### config.mk
export PLATFORM = sky130hd
export DESIGN_NAME = stop_wake_ctrl
export DESIGN_NICKNAME = d
export VERILOG_FILES = /design/src/rtl/stop_wake_ctrl.sv
export SDC_FILE = /design/constraint.sdc
export NUM_CORES = 1
export LEC_CHECK = 0
export ABC_AREA = 1
export BUFFER_PORTS_ARGS = -buffer_cell sky130_fd_sc_hd__buf_2
export CORE_ASPECT_RATIO = 1.4
export CORE_MARGIN = 2
export CORE_UTILIZATION = 40
export CTS_CLUSTER_SIZE = 10
export DETAILED_ROUTE_END_ITERATION = 12
export PLACE_DENSITY_LB_ADDON = 0.05
export SLEW_MARGIN = 20
export SYNTH_ARGS = -nofsm -noshare
export SYNTH_HDL_FRONTEND = slang
export SYNTH_SLANG_ARGS = --single-unit
### constraint.sdc
create_clock -name clk -period 2 [get_ports clk]
set_clock_uncertainty 0.1 [all_clocks]
set_input_delay 0.4 -clock clk [delete_from_list [all_inputs] [get_ports clk]]
set_output_delay 0.4 -clock clk [all_outputs]
set_load 0.1 [all_outputs]
### src/rtl/stop_wake_ctrl.sv
module stop_wake_ctrl #(
  parameter int NPIN    = 16,
  parameter int EXP0    = 10,
  parameter int EXP1    = 13,
  parameter int EXP2    = 15,
  parameter int EXP3    = 17,
  parameter int MIN_EXP = 14,
  parameter int RST_CYC = 8
) (
  input  logic            clk,
  input  logic            rst_n,
  input  logic            ext_rst_n,
  input  logic            ctl_we,
  input  logic            ctl_stop,
  input  logic [1:0]      ctl_wsel,
  input  logic            wake_req,
  input  logic [NPIN-1:0] port_oe,
  input  logic [NPIN-1:0] periph_oe,
  output logic            osc_en,
  output logic            pll_en,
  output logic            cpu_clk_en,
  output logic            sys_rst_n,
  output logic            clk_ready,
  output logic            stop_bit,
  output logic [1:0]      wsel,
  output logic [NPIN-1:0] pin_oe
);
  localparam int CW = EXP3;
  localparam int RW = $clog2(RST_CYC + 1);

  typedef enum logic [1:0] {S_RUN, S_STOP, S_WAIT, S_RSEQ} st_e;

  st_e             st;
  logic [CW-1:0]   cnt, lim;
  logic [RW-1:0]   rcnt;
  logic            by_rst, stop_q;
  logic [1:0]      wsel_q;
  logic [NPIN-1:0] hold_oe;

  function automatic int code_exp(logic [1:0] c);
    case (c)
      2'b00:   return EXP0;
      2'b01:   return EXP1;
      2'b10:   return EXP2;
      default: return EXP3;
    endcase
  endfunction

  function automatic logic [CW-1:0] wait_lim(logic [1:0] c);
    int e;
    logic [CW:0] t;
    e = code_exp(c);
    if (e < MIN_EXP) e = EXP2;
    t = (CW+1)'(1) << e;
    return CW'(t - (CW+1)'(1));
  endfunction

  assign clk_ready  = (st == S_WAIT) && (cnt == lim);
  assign osc_en     = (st != S_STOP);
  assign pll_en     = (st != S_STOP);
  assign cpu_clk_en = (st == S_RUN) || (st == S_RSEQ);
  assign sys_rst_n  = !((st == S_RSEQ) || ((st == S_WAIT) && by_rst));
  assign stop_bit   = stop_q;
  assign wsel       = wsel_q;
  assign pin_oe     = stop_q ? hold_oe : (port_oe | periph_oe);

  always_ff @(posedge clk or negedge rst_n) begin
    if (!rst_n) begin
      st      <= S_RUN;
      stop_q  <= 1'b0;
      wsel_q  <= 2'b11;
      cnt     <= '0;
      lim     <= '0;
      rcnt    <= '0;
      by_rst  <= 1'b0;
      hold_oe <= '0;
    end else begin
      case (st)
        S_RUN:
          if (!ext_rst_n) begin
            st   <= S_RSEQ;
            rcnt <= '0;
          end else if (ctl_we) begin
            wsel_q <= ctl_wsel;
            if (ctl_stop) begin
              stop_q  <= 1'b1;
              st      <= S_STOP;
              lim     <= wait_lim(ctl_wsel);
              hold_oe <= periph_oe;
            end
          end
        S_STOP:
          if (!ext_rst_n || wake_req) begin
            st     <= S_WAIT;
            by_rst <= !ext_rst_n;
            cnt    <= '0;
          end
        S_WAIT: begin
          if (!ext_rst_n) by_rst <= 1'b1;
          if (cnt == lim) begin
            stop_q <= 1'b0;
            rcnt   <= '0;
            st     <= (by_rst || !ext_rst_n) ? S_RSEQ : S_RUN;
          end else begin
            cnt <= cnt + CW'(1);
          end
        end
        S_RSEQ:
          if (!ext_rst_n) rcnt <= '0;
          else if (rcnt == RW'(RST_CYC - 1)) st <= S_RUN;
          else rcnt <= rcnt + RW'(1);
        default: st <= S_RUN;
      endcase
    end
  end
endmodule

Word-level counts from Yosys, hierarchy flattened --
Index checks and enable logic that the tools add are counted.
Word-level totals: latch bits 0, word-level logic and storage cells 91, memory bits (read-only) 0, output and inout bits 24, register bits 60, RAM bits 0, memories 0, input bits 40
Operators by class: multiply operators 0, order comparisons 1, shift-type cells 1, $add $sub $neg 3, mux-type cells 36, bitwise gates (word level) 1, equal/unequal tests 21, reductions and logical operators 20, div/mod/pow operators 0
Operators by type and width (count):
- $mux 32 | 9
- $mux 17 | 2
- $pmux 17 s2 | 1
- $lt 32x5->1 const B | 1
- $shl 1x32->17 const A | 1
- $add 17x1->17 const B | 1
- $eq 17x17->1 | 1
- $sub 17x1->17 const B | 1
- $mux 16 | 1
- $mux 2 | 8
- $mux 4 | 4
- $ne 2x2->1 const B | 8
- $or 16x16->16 | 1
- $pmux 5 s3 | 1
- $pmux 4 s3 | 1
- $ne 3x3->1 const B | 3
- $reduce_and 3->1 | 3
- $pmux 2 s4 | 1
- $reduce_and 4->1 | 2
- $eq 2x2->1 const B | 3
- $mux 1 | 6
- $ne 2x1->1 const B | 3
- $reduce_and 6->1 | 1
- $reduce_and 5->1 | 1
- other kinds (10) | 19

Logic depth before layout (Yosys ltp) --
Gate-level depths: netlist (run 1).
depth in word-level cells 14, mapped depth 11, gate-level depth less buffers 11

Worst setup path before layout (run 1) --
OpenSTA, ideal clock, no wires.
path kind register to output, start point reg stop_q, in the netlist stop_bit, end point out pin_oe[10], buffers on the path 1, required time 1500 ps, path slack -1960 ps, data arrival time 3460 ps, cell stages (with the launch flop) 4, cell sequence dfrtp_1 -> inv_1 -> clkbuf_1 -> o21ai_0
On the way: cells in the longest elaborated chain, start to end 1
Ends and longest elaborated chain:
- from (decl) | line 36 | logic by_rst, stop_q;
- from (signal assigned) | line 70 | stop_q <= 1'b0;
- from (signal assigned) | line 86 | stop_q <= 1'b1;
- from (signal assigned) | line 101 | stop_q <= 1'b0;
- $mux 16 | line 65 | assign pin_oe = stop_q ? hold_oe : (port_oe | periph_oe);
- to (decl) | line 26 | output logic [NPIN-1:0] pin_oe
No other way between the ends.

Worst setup path in the final report (run 1) --
start point reg cnt[1], end point out clk_ready
On the way: cells in the longest elaborated chain, start to end 2
Ends and longest elaborated chain:
- from (decl) | line 34 | logic [CW-1:0] cnt, lim;
- from (signal assigned) | line 105 | cnt <= cnt + CW'(1);
- $eq 17x17->1 | line 58 | assign clk_ready = (st == S_WAIT) && (cnt == lim);
- $logic_and 1x1->1 | line 58
- to (decl) | line 23 | output logic clk_ready,
No other way between the ends.

==> results of run 1 <==
-- cells in the final DEF, fill, tap and decap left out, types with 16 or more instances in the layout --
cell / netlist / final
nand2_1: 147 / 146
o21ai_0: 62 / 29
dfrtp_1: 57 / 52
nor2_1: 36 / 36
nand3_1: 29 / 26
inv_1: 58 / 54
buf_2: 3 / 42
o21ai_4: 0 / 16
buf_12: 0 / 26
buf_4: 1 / 25
-- worst max-delay path: cells and delay by family, from the launching register on --
family,cells,cell delay (ns)
xor+xnor,1,0.19
buf+inv,2,0.28
flops,1,0.41
simple gates,3,0.44
-- power by group through the flow --
stage          clock network (mW)  logic, mW  registers, mW
6_report                     1.32       6.04           1.80
5_1_grt                      1.42       6.37           1.84
4_1_cts                      1.35       5.97           1.80
3_5_place_dp                    0       5.68           1.81
3_3_place_gp                    0       5.64           1.80
2_1_floorplan                   0       3.75           2.00
-- per-layer routing --
layer | wire length (µm) | part of all wire, % | vias up | GRT usage, %
met3 | 437 | 4.7 | 19 | 6.07
met4 | 361 | 3.9 | 0 | 10.9
met2 | 4730 | 51 | 73 | 37.3
li1 | - | - | 1688 | -
met5 | 0 | 0 | - | 0
met1 | 3830 | 41 | 1515 | 24.7
-- synthesized netlist by cell type (2+ instances only) --
library cell  instances
dfstp_2               2
xor2_1               14
o21ai_0              62
nor3_1                2
inv_2                 4
buf_2                 3
nand3_1              29
nor2_2                2
nand4_1               9
nand2_1             147
dfrtp_1              57
nand2_4               2
nor4_1                2
inv_1                58
ha_1                 11
a21oi_1               6
nor2_4                2
xnor2_1               5
nor2_1               36
clkbuf_1              8
-- sequential cells by signal (all words and copies together) (netlist names) --
| signal | flops |
|---|---|
| by_rst | 1 |
| cnt | 17 |
| hold_oe | 16 |
| lim | 16 |
| rcnt | 4 |
| st | 2 |
| stop_bit | 1 |
| wsel | 2 |
-- kinds of logic (layout without fill, tap and decap cells) --
group / Yosys count / in the layout / synth area share, %
buf+inv: 76 / 173 / 8.65
compound gates: 72 / 72 / 10.7
other cells: 1 / 1 / 0.108
flops: 59 / 59 / 42.6
fa+ha+maj: 11 / 11 / 3.97
xor+xnor: 19 / 19 / 4.80
simple gates: 235 / 235 / 29.1
-- path summary, 6_finish.rpt --
check / slack (ns) / end / cells after the start
hold reg to reg: 0.37 / lim[9] / 2
max in group asynchronous: 0.74 / wsel[1] / 3
setup reg to reg: 0.18 / st[1] / 10
min in group asynchronous: 0.43 / cnt[7] / 2
hold / removal: 0.20 / hold_oe[1] / 3
setup / recovery: -0.13 / clk_ready / 6
-- cell type report --
cell class                      count  area, µm²
Inverter                           62        245
Multi-Input combinational cell    338       1990
Tap cell                          105        131
Sequential cell                    59       1490
Timing Repair Buffer               97        992
Fill cell                         766       3410
Clock buffer                       14        244
-- through the flow --
step / cells / power (mW) / worst slack [ns] / hold slack [ns] / util (%)
2_1_floorplan: 473 / 5.74 / -0.100 / 0.00441 / -
3_3_place_gp: 649 / 7.44 / 0.125 / 0.242 / 54.2
3_5_place_dp: 649 / 7.49 / 0.106 / 0.239 / 54.2
4_1_cts: 672 / 9.13 / -0.162 / 0.187 / 58.9
5_1_grt: 675 / 9.64 / -0.222 / 0.218 / 59.9
6_report: 675 / 9.16 / -0.133 / 0.200 / 59.9
-- repair_timing --
item | CTS | global route
hold buffers | 1 | 0
gates resized for setup | 27 | 12
cloned | 1 | 1
buffers inserted | 8 | 2
endpoints found under the setup margin | 20 | 14
pin swaps | 5 | 4
endpoints found under the hold margin | 13 | 0
==> out/metrics.csv, run 1 <==
metric,value,unit
ant_nets,0,
grt.overflow.total,0,
synth_edf_count,0,
yosysWarningCount,0,
synth_seq_area_share,42.6,%
critical_path.max_fanout,4,
slew_violations,0,
fin_crit,2.13,ns
grt_max_degree,47,
num_vias,3295,
sequentialPowerShare,19.7,%
ir_drop,0.00123,V
num_rows,40,
async_reset_ff_share,100,%
finalHoldViolCount,0,
dieArea,0.00945,mm²
violations,setup timing,
insertedDiodeCount,0,
io_buffers,63,
worst_setup_path_start_kind,flop,
hold_path_class,input pin to flop,
drt-initial-drc-count,114,
die_w,82.7,µm
core-area,0.00851,mm²
start_util,40.8,%
syn_area,0.00347,mm²
clkPwrFrac,14.4,%
cts_root_buffer,clkbuf_16,
setup_ws,-0.133,ns
grt_pass1_wl,15600,µm
setup_tns,-0.133,ns
p_sw,4.65,mW
grt_usage,21.9,%
synth-seq-cells,59,
leakage,2.43,nW
path_cells,xnor2_1 -> nand3_2 -> nor2_4 -> nand4_4 -> clkinvlp_4 -> buf_12,
clk_path_buf_depth,2,
netlist_instances,473,
crit_start,cnt[1],
pin_count,64,
wl_per_cell,13.9,µm
p_int,4.51,mW
cp_data_arrival_time,1.63,ns
cts_htree_levels,3,
netlist.area_leader.share,41.1,%
crit_slowest_cell,dfrtp_1,
dr.pass1.iters,6,
synth_fp_nets,524,
status,"finished, violations left",
syn_to_final_growth,46.8,%
layout.nets,618,
critical_path.max_stage_delay,0.41,ns
r2r-start,st[0],
avgSynthCellArea,7.34,µm²
crit_path_end_kind,primary output,
drive_gt1_share,29.1,%
cts_made_buffers,9,
clock.fmax,469,MHz
fp.dieH,114,µm
cts_tree,yes,
clk_latency,0.32,ns
dp_hpwl,6890,µm
power_density,1800,mW/mm²
sw_frac_of_total,50.8,%
gp_congestion,0.857,
worstPathRequired,1.50,ns
finalCritPeriodShare,107,%
drv_cap,0,
pwr-share-comb,66.0,%
clkSlewWorstSetupHoldPaths,0.05,ns
cts.sinks,59,
path_class,flop to primary output,
wl,9360,µm
synth_area_leader_cell,dfrtp_1,
min_from,periph_oe[1],
rsz0062_at_grt,yes,
finalSetupViolCount,1,
grt_pass1_vias,3393,
ys_top_cells_by_area,"dfrtp_1, nand2_1, o21ai_0",
postLayoutCellArea,0.00509,mm²
drc,0,
viasPerCell,4.88,
synth_ff_type,dfrtp_1,
placed_cell_area,0.00461,mm²
yosys.cell_types.count,32,
antenna_found_initial,0,
No activity file was read; power rests on OpenSTA's default activity.
==> inputs of run 2 (changes only) <==
CORE_ASPECT_RATIO = 1.75   (was 1.4)
==> run 2 against run 1 <==
  * The flow still finishes with violations (setup timing)
  * Core utilization rose by 2.4 points
  * Clock-buffer cell count fell by 3
  * First-iteration DRC count grew 32%
  * Register-to-register slack got worse by 0.09 ns
  * Final cell count grew 5.9%
  * Combinational power increased by 3.8%
  * Hold slack got worse by 0.0063 ns
  * Sequential power hardly changed
  * Worst setup slack hardly changed
  * Critical path type unchanged
==> out/metrics.csv, run 2 (synthesis results as in run 1) <==
metric,value,unit
worstPathRequired,1.50,ns
clock.fmax,469,MHz
mostFrequentLayoutCells,"nand2_1, buf_4, inv_1, dfrtp_1, buf_2",
clk_path_buf_depth,2,
rsz0062_at_grt,yes,
finalCritPeriodShare,107,%
start_util,40.5,%
viasPerCell,4.86,
grt_max_degree,45,
grt_pass1_wl,16800,µm
largest_reg_flops,17,
path_class,flop to primary output,
layout.nets,644,
crit_slowest_cell,dfrtp_1,
clk_latency,0.33,ns
nFillCells,765,
cts_tree,yes,
num_rows,45,
met3_length,429,µm
gp_congestion,0.825,
post-route-util,62.3,%
num_vias,3472,
ir_drop,0.00171,V
io_buffers,63,
hold_path_class,input pin to flop,
grt_usage,23.5,%
grt.overflow.total,0,
post-place-ws,0.0346,ns
top_register,cnt,
cp_data_arrival_time,1.63,ns
violations,setup timing,
worst_setup_path_start_kind,flop,
dr.pass1.iters,4,
leakage,2.57,nW
drive_gt1_share,34.8,%
clkSlewWorstSetupHoldPaths,0.05,ns
power_density,1790,mW/mm²
path_cells,buf_4 -> xnor2_2 -> nand3_2 -> nor2_4 -> nand4_4 -> clkinvlp_4 -> buf_12,
cts_htree_levels,3,
status,"finished, violations left",
finalSetupViolCount,1,
syn_to_final_growth,53.6,%
dp_hpwl,7370,µm
dieArea,0.00946,mm²
drt-met1-wl,3660,µm
setup_ws,-0.133,ns
insertedDiodeCount,0,
grt_pass1_vias,3566,
fin_crit,2.13,ns
ant_nets,0,
critical_path.max_fanout,3,
core-area,0.00856,mm²
cts.sinks,59,
reg2reg_slack,0.09,ns
cts_made_buffers,9,
fp.dieH,127,µm
critical_path.max_stage_delay,0.39,ns
crit_path_end_kind,primary output,
wl_met2,5940,µm
wl,10500,µm
drv_cap,0,
drt-initial-drc-count,150,
slew_violations,0,
reg_top3,"cnt x17, hold_oe x16, lim x16",
wl_per_cell,14.7,µm
finalHoldViolCount,0,
highest_layer,met4,
pin_count,64,
drc,0,
die_w,74.4,µm
cts_root_buffer,clkbuf_16,
mostFrequentLayoutCell,nand2_1,
antenna_found_initial,0,
run 2: changes by cell type in the layout (fill, tap and decap cells not counted), moves of 4 or more:
cell and delta:
clkinv_2 +4, clkbuf_1 -5, o21ai_2 -5, dfrtp_2 +8, buf_4 +28, dfrtp_1 -8, o21ai_1 +5
run 2: final timing paths:
path,startpoint,end,cells after the start
hold / removal,periph_oe[2],hold_oe[2],3
max in group asynchronous,rst_n,wsel[0],3
min in group asynchronous,rst_n,cnt[4],2
setup / recovery,lim[16],clk_ready,7
hold reg to reg,rcnt[3],rcnt[3],2
setup reg to reg,st[1],cnt[15],8
run 2: cell type report:
cell class	instances	area (µm²)	area share, %
multi-input cells	338	2000	37.5
flip-flops and latches	59	1500	28.1
repair buffers	123	1160	21.8
clock buffers	11	253	4.74
inverters	62	245	4.60
well taps	117	146	2.75
clock inverters	5	27.5	0.516
run 2: layer usage:
layer / global-route usage (%) / vias up
met5: 0 / -
met4: 12.5 / 0
met3: 6.07 / 24
met2: 42.6 / 90
met1: 23.3 / 1616
li1: - / 1742
run 2: worst max-delay path: cells and delay by family (launching register included):
| kind | cells | cell delay, ns |
|---|---|---|
| buffers and inverters | 3 | 0.41 |
| flip-flops | 1 | 0.39 |
| AND/OR/NAND/NOR | 3 | 0.39 |
| XOR/XNOR | 1 | 0.13 |
run 2: through the flow:
stage          setup TNS, ns  hold slack [ns]  cell area, µm²  power, mW  instances
6_report              -0.133            0.194            5330       9.53        715
5_1_grt               -0.226            0.203            5330       10.0        715
4_1_cts               -0.121            0.183            5110       9.26        696
3_5_place_dp               0            0.255            4580       7.43        654
3_3_place_gp               0            0.254            4580       7.36        654
2_1_floorplan          -1.17          0.00441            3780       5.74        473
run 2: repair_timing:
item	in CTS	in global routing
gates resized for setup	33	15
hold buffers	1	0
hold endpoints to repair	15	0
setup endpoints to repair	18	35
cloned	1	1
pin swaps	8	8
buffers inserted	24	19
run 2: power by group:
group	leakage, nW	internal [mW]	switching, mW
clock	0.141	0.895	0.541
sequential	0.720	1.60	0.224
combinational	1.71	2.26	4.01
==> inputs of run 3 (changes only) <==
SETUP_SLACK_MARGIN = 0.15   (was not set)
==> run 3 against run 2 <==
  * The flow finishes with violations (hold timing, setup timing)
  * Die area stayed put
  * Via count rose by 0.37%
  * Critical path depth rose by 1
  * Wire length down 4.2%
  * Clock power about the same
  * Combinational power up 7.8%
  * Core utilization grew 3.6 points
  * Sequential cell count unchanged
  * Sequential power barely moved
  * First-iteration DRC count grew 8.0%
  * Largest cell class unchanged
  * Largest power group unchanged
==> out/metrics.csv, run 3 (synthesis results as in run 1) <==
metric,value,unit
whs,-0.0136,ns
wl,10100,µm
finalHoldViolCount,21,
worstPathRequired,1.50,ns
crit_cells,8,
crit_buf_inv,2,
sw_frac_of_total,49.4,%
grt.overflow.total,0,
grt_usage,22.5,%
multiInputGateArea,0.00219,mm²
num_rows,45,
power,10.0,mW
gp_congestion,0.855,
viasPerCell,4.85,
mostFrequentLayoutCells,"nand2_1, dfrtp_1, inv_1, buf_2, buf_4",
pin_count,64,
ir_drop,0.00131,V
r2r_end,cnt[15],
crit_end,clk_ready,
crit_path_end_kind,primary output,
finalCritPeriodShare,107,%
critical_path.max_fanout,4,
cp_data_arrival_time,1.64,ns
r2r-start,st[1],
setup_tns,-0.488,ns
io_buffers,63,
crit_start,cnt[13],
crit_slowest_cell,dfrtp_2,
cts_tree,yes,
worst_pin_slew,0.652,ns
clk_latency,0.34,ns
grtUsageMet1,23.5,%
pwr-share-comb,67.5,%
clkPwrFrac,14.2,%
clk_path_buf_depth,2,
globalRouteMet3Util,5.44,%
clkSlewWorstSetupHoldPaths,0.05,ns
path_class,flop to primary output,
drive_gt1_share,37.8,%
seqCellArea,0.00149,mm²
core-area,0.00856,mm²
ant_nets,0,
dieArea,0.00946,mm²
finalSetupViolCount,13,
dp_hpwl,7040,µm
critical_path.max_stage_delay,0.44,ns
cts_htree_levels,3,
syn_to_final_growth,62.6,%
insertedDiodeCount,0,
reg_top3,"cnt x17, hold_oe x16, lim x16",
hold_path_class,input pin to asynchronous set/reset pin,
grt_pass1_vias,3445,
power_density,1770,mW/mm²
reg2reg_depth,9,
p_sw,4.94,mW
sequentialPowerShare,18.2,%
drt-initial-drc-count,162,
reg2reg_slack,0.19,ns
mostFrequentLayoutCell,nand2_1,
path_delay_family,simple AND/OR/NAND/NOR gates,
wl_per_cell,14.0,µm
relSlewSlack,56.5,%
largest_reg_flops,17,
rsz0062_at_grt,yes,
fp.dieH,127,µm
grt_max_degree,33,
drv_cap,0,
num_vias,3485,
grt_pass1_wl,16100,µm
start_util,40.5,%
p_int,5.07,mW
use_met2,41.4,%
antenna_found_initial,0,
fin_crit,2.14,ns
status,"finished, violations left",
top_register,cnt,
path_cells,nand2_2 -> nand2_1 -> nor2_1 -> nand2_1 -> nor2_4 -> nand4_4 -> clkinvlp_4 -> buf_12,
cts_root_buffer,clkbuf_16,
cts.sinks,59,
drc,0,
dr.pass1.iters,4,
leakage,2.63,nW
layout.nets,647,
grt-busiest-layer,met2,
nFillCells,735,
violations,"hold timing, setup timing",
cts_made_buffers,9,
die_w,74.4,µm
clock.fmax,467,MHz
slew_violations,0,
worst_setup_path_start_kind,flop,
cpMostUsedCell,nand2_1,
setup_ws,-0.139,ns
-- run 3: layout make-up --
| cell class | count | share of cell area (%) |
|---|---|---|
| Clock buffer | 11 | 4.30 |
| Clock inverter | 5 | 0.532 |
| Inverter | 62 | 4.48 |
| Multi-Input combinational cell | 338 | 38.9 |
| Sequential cell | 59 | 26.4 |
| Tap cell | 117 | 2.59 |
| Timing Repair Buffer | 126 | 22.8 |
-- run 3: worst min-delay path by stage --
| stage | start | to | depth (start not counted) |
|---|---|---|---|
| 2_1_floorplan | rst_n | by_rst | 0 |
| 3_3_place_gp | lim[9] | lim[9] | 2 |
| 3_5_place_dp | lim[9] | lim[9] | 2 |
| 4_1_cts | rst_n | hold_oe[6] | 1 |
| 5_1_grt | rst_n | hold_oe[6] | 1 |
| 6_report | rst_n | hold_oe[6] | 1 |
-- run 3: per-stage QoR --
| step | utilization, % | instance area (µm²) | hold WS (ns) | setup slack, ns | std cells |
|---|---|---|---|---|---|
| after floorplan | - | 3800 | 0.00441 | -0.0998 | 473 |
| after global placement | 54.8 | 4690 | 0.354 | 0.108 | 667 |
| after detailed placement | 54.8 | 4690 | 0.357 | 0.0862 | 667 |
| after CTS | 63.5 | 5430 | 0.00477 | -0.144 | 710 |
| after global routing | 65.9 | 5640 | 0.0272 | -0.244 | 718 |
| final | 65.9 | 5640 | -0.0136 | -0.139 | 718 |
-- run 3: power by group through the flow --
| stage | clock network, mW | logic [mW] | registers [mW] |
|---|---|---|---|
| finish | 1.43 | 6.76 | 1.83 |
| global route | 1.50 | 7.15 | 1.87 |
| CTS | 1.45 | 6.47 | 1.83 |
| detailed placement | 0 | 5.72 | 1.83 |
| global placement | 0 | 5.66 | 1.82 |
| floorplan | 0 | 3.79 | 2.00 |
-- run 3: routing by layer --
metal  wire, µm  up-vias  share of wire (%)
li1           -     1746                  -
met1       3690     1641                 37
met2       5750       81                 57
met3        387       17                3.8
met4        222        0                2.2
met5          0        -                  0
-- run 3: timing repair --
| item | 4_1_cts | 5_1_grt |
|---|---|---|
| gates cloned | 1 | 0 |
| setup buffers | 26 | 8 |
| gates resized for setup | 69 | 36 |
| endpoints found under the setup margin | 60 | 47 |
| pin swaps | 10 | 15 |
| hold buffers | 0 | 0 |
